## src/rtl/fch_pkg.sv

```systemverilog
package fch_pkg;
  // number of groups needed to cover a channel count
  function automatic int unsigned grp_count(int unsigned nch, int unsigned gsz);
    return (nch + gsz - 1) / gsz;
  endfunction

  // next pending state of one channel: a write sets it and dominates a clear
  function automatic logic pend_next(logic cur, logic clr, logic hit);
    return (cur & ~clr) | hit;
  endfunction

  // largest legal channel count for a word width
  function automatic int unsigned max_channels(int unsigned word_w);
    return (word_w == 64) ? 512 : 1024;
  endfunction
endpackage

```

## src/rtl/fch_store.sv

```systemverilog
module fch_store #(
  parameter int WORD_W = 32,
  parameter int NUM_CH = 64,
  parameter int CH_W   = 6
) (
  input  logic              clk,
  input  logic              rst_n,
  input  logic              wr_en,
  input  logic [CH_W-1:0]   wr_ch,
  input  logic [WORD_W-1:0] wr_data,
  input  logic [CH_W-1:0]   rd_ch,
  output logic [WORD_W-1:0] rd_data
);
  logic [WORD_W-1:0] mem [NUM_CH];
  logic              wr_ok;
  logic              rd_ok;

  assign wr_ok = wr_en && (int'(wr_ch) < NUM_CH);
  assign rd_ok = int'(rd_ch) < NUM_CH;

  always_ff @(posedge clk or negedge rst_n) begin
    if (!rst_n) begin
      for (int i = 0; i < NUM_CH; i++) mem[i] <= '0;
    end else if (wr_ok) begin
      mem[wr_ch] <= wr_data;
    end
  end

  always_ff @(posedge clk or negedge rst_n) begin
    if (!rst_n)     rd_data <= '0;
    else if (rd_ok) rd_data <= mem[rd_ch];
    else            rd_data <= '0;
  end
endmodule

```

## src/rtl/fch_pend.sv

```systemverilog
module fch_pend #(
  parameter int NUM_CH = 64,
  parameter int CH_W   = 6
) (
  input  logic              clk,
  input  logic              rst_n,
  input  logic              wr_en,
  input  logic [CH_W-1:0]   wr_ch,
  input  logic [NUM_CH-1:0] ch_clr,
  output logic [NUM_CH-1:0] wr_hit,
  output logic [NUM_CH-1:0] pend_q
);
  import fch_pkg::*;

  for (genvar i = 0; i < NUM_CH; i++) begin : g_ch
    assign wr_hit[i] = wr_en && (wr_ch == CH_W'(i));
    always_ff @(posedge clk or negedge rst_n) begin
      if (!rst_n) pend_q[i] <= 1'b0;
      else        pend_q[i] <= pend_next(pend_q[i], ch_clr[i], wr_hit[i]);
    end
  end
endmodule

```

## src/rtl/fch_group.sv

```systemverilog
module fch_group #(
  parameter int NUM_CH  = 64,
  parameter int GRP_SZ  = 32,
  parameter int NUM_GRP = 2
) (
  input  logic [NUM_CH-1:0]  ch_irq,
  output logic [NUM_GRP-1:0] grp_irq
);
  localparam int PAD_W = NUM_GRP * GRP_SZ;
  logic [PAD_W-1:0] padded;

  assign padded = PAD_W'(ch_irq);

  for (genvar g = 0; g < NUM_GRP; g++) begin : g_grp
    assign grp_irq[g] = |padded[g*GRP_SZ +: GRP_SZ];
  end
endmodule

```

## src/rtl/fch_bank.sv

```systemverilog
module fch_bank #(
  parameter int WORD_W  = 32,
  parameter int NUM_CH  = 64,
  parameter int GRP_SZ  = 32,
  localparam int CH_W    = (NUM_CH > 1) ? $clog2(NUM_CH) : 1,
  localparam int NUM_GRP = fch_pkg::grp_count(NUM_CH, GRP_SZ)
) (
  input  logic               clk,
  input  logic               rst_n,
  input  logic               wr_en,
  input  logic [CH_W-1:0]    wr_ch,
  input  logic [WORD_W-1:0]  wr_data,
  input  logic [CH_W-1:0]    rd_ch,
  output logic [WORD_W-1:0]  rd_data,
  input  logic [NUM_CH-1:0]  ch_clr,
  input  logic [NUM_CH-1:0]  ch_mask,
  output logic [NUM_CH-1:0]  ch_irq,
  output logic [NUM_GRP-1:0] grp_irq
);
  // internal events brought out for the checker
  logic [NUM_CH-1:0] wr_hit;
  logic [NUM_CH-1:0] pend_q;

  fch_store #(.WORD_W(WORD_W), .NUM_CH(NUM_CH), .CH_W(CH_W)) u_store (
    .clk(clk), .rst_n(rst_n), .wr_en(wr_en), .wr_ch(wr_ch),
    .wr_data(wr_data), .rd_ch(rd_ch), .rd_data(rd_data)
  );

  fch_pend #(.NUM_CH(NUM_CH), .CH_W(CH_W)) u_pend (
    .clk(clk), .rst_n(rst_n), .wr_en(wr_en), .wr_ch(wr_ch),
    .ch_clr(ch_clr), .wr_hit(wr_hit), .pend_q(pend_q)
  );

  assign ch_irq = pend_q & ~ch_mask;

  fch_group #(.NUM_CH(NUM_CH), .GRP_SZ(GRP_SZ), .NUM_GRP(NUM_GRP)) u_group (
    .ch_irq(ch_irq), .grp_irq(grp_irq)
  );
endmodule

```

## config.mk

```make
export PLATFORM = sky130hd
export DESIGN_NAME = fch_bank
export DESIGN_NICKNAME = d
export VERILOG_FILES = /design/src/rtl/fch_pkg.sv /design/src/rtl/fch_store.sv /design/src/rtl/fch_pend.sv /design/src/rtl/fch_group.sv /design/src/rtl/fch_bank.sv
export SDC_FILE = /design/constraint.sdc
export NUM_CORES = 2
export LEC_CHECK = 0
export BUFFER_PORTS_ARGS = -buffer_cell sky130_fd_sc_hd__buf_2
export CAP_MARGIN = 10
export CORE_MARGIN = 4
export CORE_UTILIZATION = 55
export CTS_CLUSTER_SIZE = 12
export DETAILED_ROUTE_END_ITERATION = 10
export GPL_ROUTABILITY_DRIVEN = 0
export PLACE_DENSITY = 0.79
export SETUP_SLACK_MARGIN = 0.4
export SYNTH_ARGS = -nofsm -noshare
export SYNTH_HDL_FRONTEND = slang
export SYNTH_SLANG_ARGS = --single-unit
```

## constraint.sdc

```tcl
create_clock -name clk -period 2.8 [get_ports clk]
set_input_delay 0.42 -clock clk [delete_from_list [all_inputs] [get_ports clk]]
set_output_delay 0.42 -clock clk [all_outputs]
set_load 0.05 [all_outputs]
```

==> summary.txt <==
Run status
  • Status: finished with violations
  • Violated checks: negative setup slack

STA
  • Setup tns final: -0.137 ns
  • Worst Hold Slack: 0.127 ns
  • Final slew viol count: 0
  • FMAX: 347 MHz
  • Worst-margin pin slew: 1.14 ns
  • Final Hold Vio Count: 0
  • Slew HR: 24.0%
  • Setup violations, final: 2
  • Crit share post-route: 103%
  • Tmin final: 2.88 ns
  • Final WS setup: -0.0834 ns
  • RSZ-0062 raised after global routing: yes
  • Clk_skew: 0.0386 ns

Synthesis
  • Syn_nets: 6389
  • Area of the mapped netlist: 96100 um^2
  • Yosys reg bits: 2144
  • Post-synth ARST share: 100%
  • Total of warnings raised by yosys: 0
  • Yosys cell types: 49
  • Avg Inst Size Synth: 15.5 um^2
  • Number of flops mapped to enable cells by yosys: 0
  • Synth area leader: dfrtp_1
  • Post-synthesis sequential area ratio: 55.8%
  • Synth area leaders: dfrtp_1 56%, mux2_2 24%, mux4_2 11%
  • Predominant post-synthesis flop cell: dfrtp_1
  • Post-synth top area share: 55.8%
  • Syn Inst Count: 6214

Pwr
  • Pwr/cell area: 678 nW/um^2
  • Leakage power: 51.8 nW
  • VDD IR max: 625 uV
  • Total power: 75.4 mW

Clock tree
  • CTS tree: done
  • H-tree levels: 4
  • Root Buffer: clkbuf_16
  • Clock Path Buffers: 3
  • Clock latency on the worst-skew pair: 0.85 ns
  • Worst-path clk slew: 0.06 ns
  • CTS Sinks: 2144
  • Num CTS Buffers: 214

Routing
  • Vias per cell: 6.61
  • ANT nets after route: 0
  • Routed len/inst: 31.7 um
  • Via Count: 60.4k
  • Total Wirelength: 290000 um
  • DRC viols: 0
  • DRT Pass-1 Iters: 5
  • 1st-iter DRT viols: 6164

Floorplan
  • Die Span X: 426 um
  • Num ports: 273
  • Core area: 174000 um^2
  • Die height: 426 um
  • Rows: 153
  • Die area: 181000 um^2
  • Initial core utilization: 55.3%

Job
  • Max-Cap Viols: 0

Hold path
  • Worst hold path type: input port to flop

Placement
  • Setup Slack @ Placement: -0.298 ns
  • Post-DP HPWL: 181000 um
  • Area after DPL: 103000 um^2
  • I/O Buffers: 272
  • DP Cell Count: 8694

Global routing
  • Tot GR Track Use: 32.0%
  • Initial antenna violation count: 24
  • Grt ovf: 0
  • Vias in the first global route: 63.7k
  • First-pass GRT wire length: 427000 um
  • Largest net degree at the start of global routing: 114

Cells and area
  • Nets: 6850
  • Design area: 111000 um^2
  • Layout area overhead: 15.8%
  • Fin util: 64.0%
  • Fraction of layout cells with a size suffix above 1: 54.2%
  • Commonest non-fill, non-tap cell in the layout: dfrtp_1
  • Commonest non-fill, non-tap cells in the layout: 2144 x dfrtp_1, 2032 x mux2_2, 471 x mux4_2
  • Non-Filler Instances: 9147

Critical path
  • Worst R2R End: u_pend.pend_q[1]
  • Buffers and inverters on the worst path: 3
  • CP delay by family, top: simple AND/OR/NAND/NOR gates
  • Stages on the worst setup path: 7
  • Critical Path Max Stage Delay: 0.39 ns
  • Critical Path End: grp_irq[1]
  • Crit end category: primary output
  • Max FO, Critical Path: 2
  • Critical path startpoint: u_pend.pend_q[36]
  • Reg2Reg Launch Point: u_pend.pend_q[1]
  • R2r setup slk: 0.25 ns
  • WS Path Type: flop to primary output
  • Worst-case reg-to-reg path depth: 21
  • Required time worst endpoint: 2.38 ns
  • CP cell instances: inv_2 -> nor2_2 -> nor4_1 -> buf_4 -> nand4_1 -> or2_4 -> buf_8
  • CP max stage cell: dfrtp_1
  • Startpoint types: flop
  • Crit path DAT: 2.46 ns
==> synthesized netlist by cell type, types with 2 or more instances <==
library cell,instances
dfrtp_1,2144
mux2_2,2032
mux4_2,471
clkbuf_1,280
buf_2,236
o22ai_1,173
nor2_1,150
mux2i_1,115
inv_1,64
buf_1,46
nand2_1,46
nor2b_1,45
nor4_1,42
a22oi_1,40
buf_4,33
o21ai_0,31
mux2_1,30
nand3_1,25
nor3_1,25
a211oi_1,24
o221ai_1,21
o22a_1,19
a21oi_1,15
nand2b_1,13
buf_6,12
a2111oi_0,9
nand4_1,8
and2_1,7
or2_2,6
or3_1,6
a31oi_1,5
nand3b_1,5
o211a_1,5
a221oi_1,4
buf_12,4
buf_8,4
o311ai_0,3
a211o_1,2
a22o_1,2
and3_1,2
o211ai_1,2
==> sequential cells by signal, summed over array words and instances (netlist names) <==
| signal | count |
|---|---|
| u_store.mem | 2048 |
| u_pend.pend_q | 64 |
| u_store.rd_data | 32 |
==> cells by family (layout without fill, tap and decap cells) <==
| family | Yosys count | in the layout | synth area share [%] |
|---|---|---|---|
| other | 0 | 10 | 0 |
| flip-flops | 2144 | 2144 | 55.8 |
| multiplexers | 2648 | 2648 | 36.4 |
| AND/OR/NAND/NOR | 386 | 386 | 1.95 |
| AO/OA/AOI/OAI | 357 | 357 | 2.53 |
| buffers and inverters | 679 | 1277 | 3.30 |
==> power by group <==
part           leakage [nW]  total (mW)  internal [mW]  switching [mW]
Clock                  3.26        27.8           15.6            12.2
Sequential             28.5        37.2           35.0            2.18
Combinational          20.0        10.4           5.79            4.65
==> final cells by class <==
| type | count | area (um^2) |
|---|---|---|
| Fill cell | 11862 | 62500 |
| Sequential cell | 2144 | 53700 |
| Antenna cell | 10 | 25.0 |
| Clock buffer | 320 | 6190 |
| Tap cell | 2325 | 2910 |
| Clock inverter | 33 | 522 |
| Timing Repair Buffer | 860 | 7900 |
| Multi-Input combinational cell | 3391 | 39800 |
| Inverter | 64 | 240 |
==> per-layer routing <==
layer / global-route usage, % / share of wire, %
met1: 42.2 / 38
met2: 49.2 / 46
met3: 7.65 / 8.9
met4: 17.9 / 6.3
met5: 0 / 0.028
==> worst min path at each step <==
stage                           start                end  slack [ns]  cells past startpoint
after floorplan                 rst_n   u_pend.pend_q[0]        0.12                      0
after global placement          rst_n   u_store.mem[327]        0.43                      1
after detailed placement        rst_n   u_store.mem[327]        0.44                      1
after CTS                 wr_data[24]  u_store.mem[1112]        0.06                      2
after global routing      wr_data[24]  u_store.mem[1144]        0.08                      2
final                     wr_data[24]  u_store.mem[1464]        0.13                      2
==> what timing repair did <==
item | 4_1_cts | 5_1_grt
gates resized for setup | 29 | 32
setup buffers | 21 | 2
cloned | 0 | 0
endpoints found under the hold margin | 283 | 0
endpoints found under the setup margin | 3 | 11
hold buffers | 67 | 0
pin swaps | 10 | 8
Power figures use the tool's default switching activity.
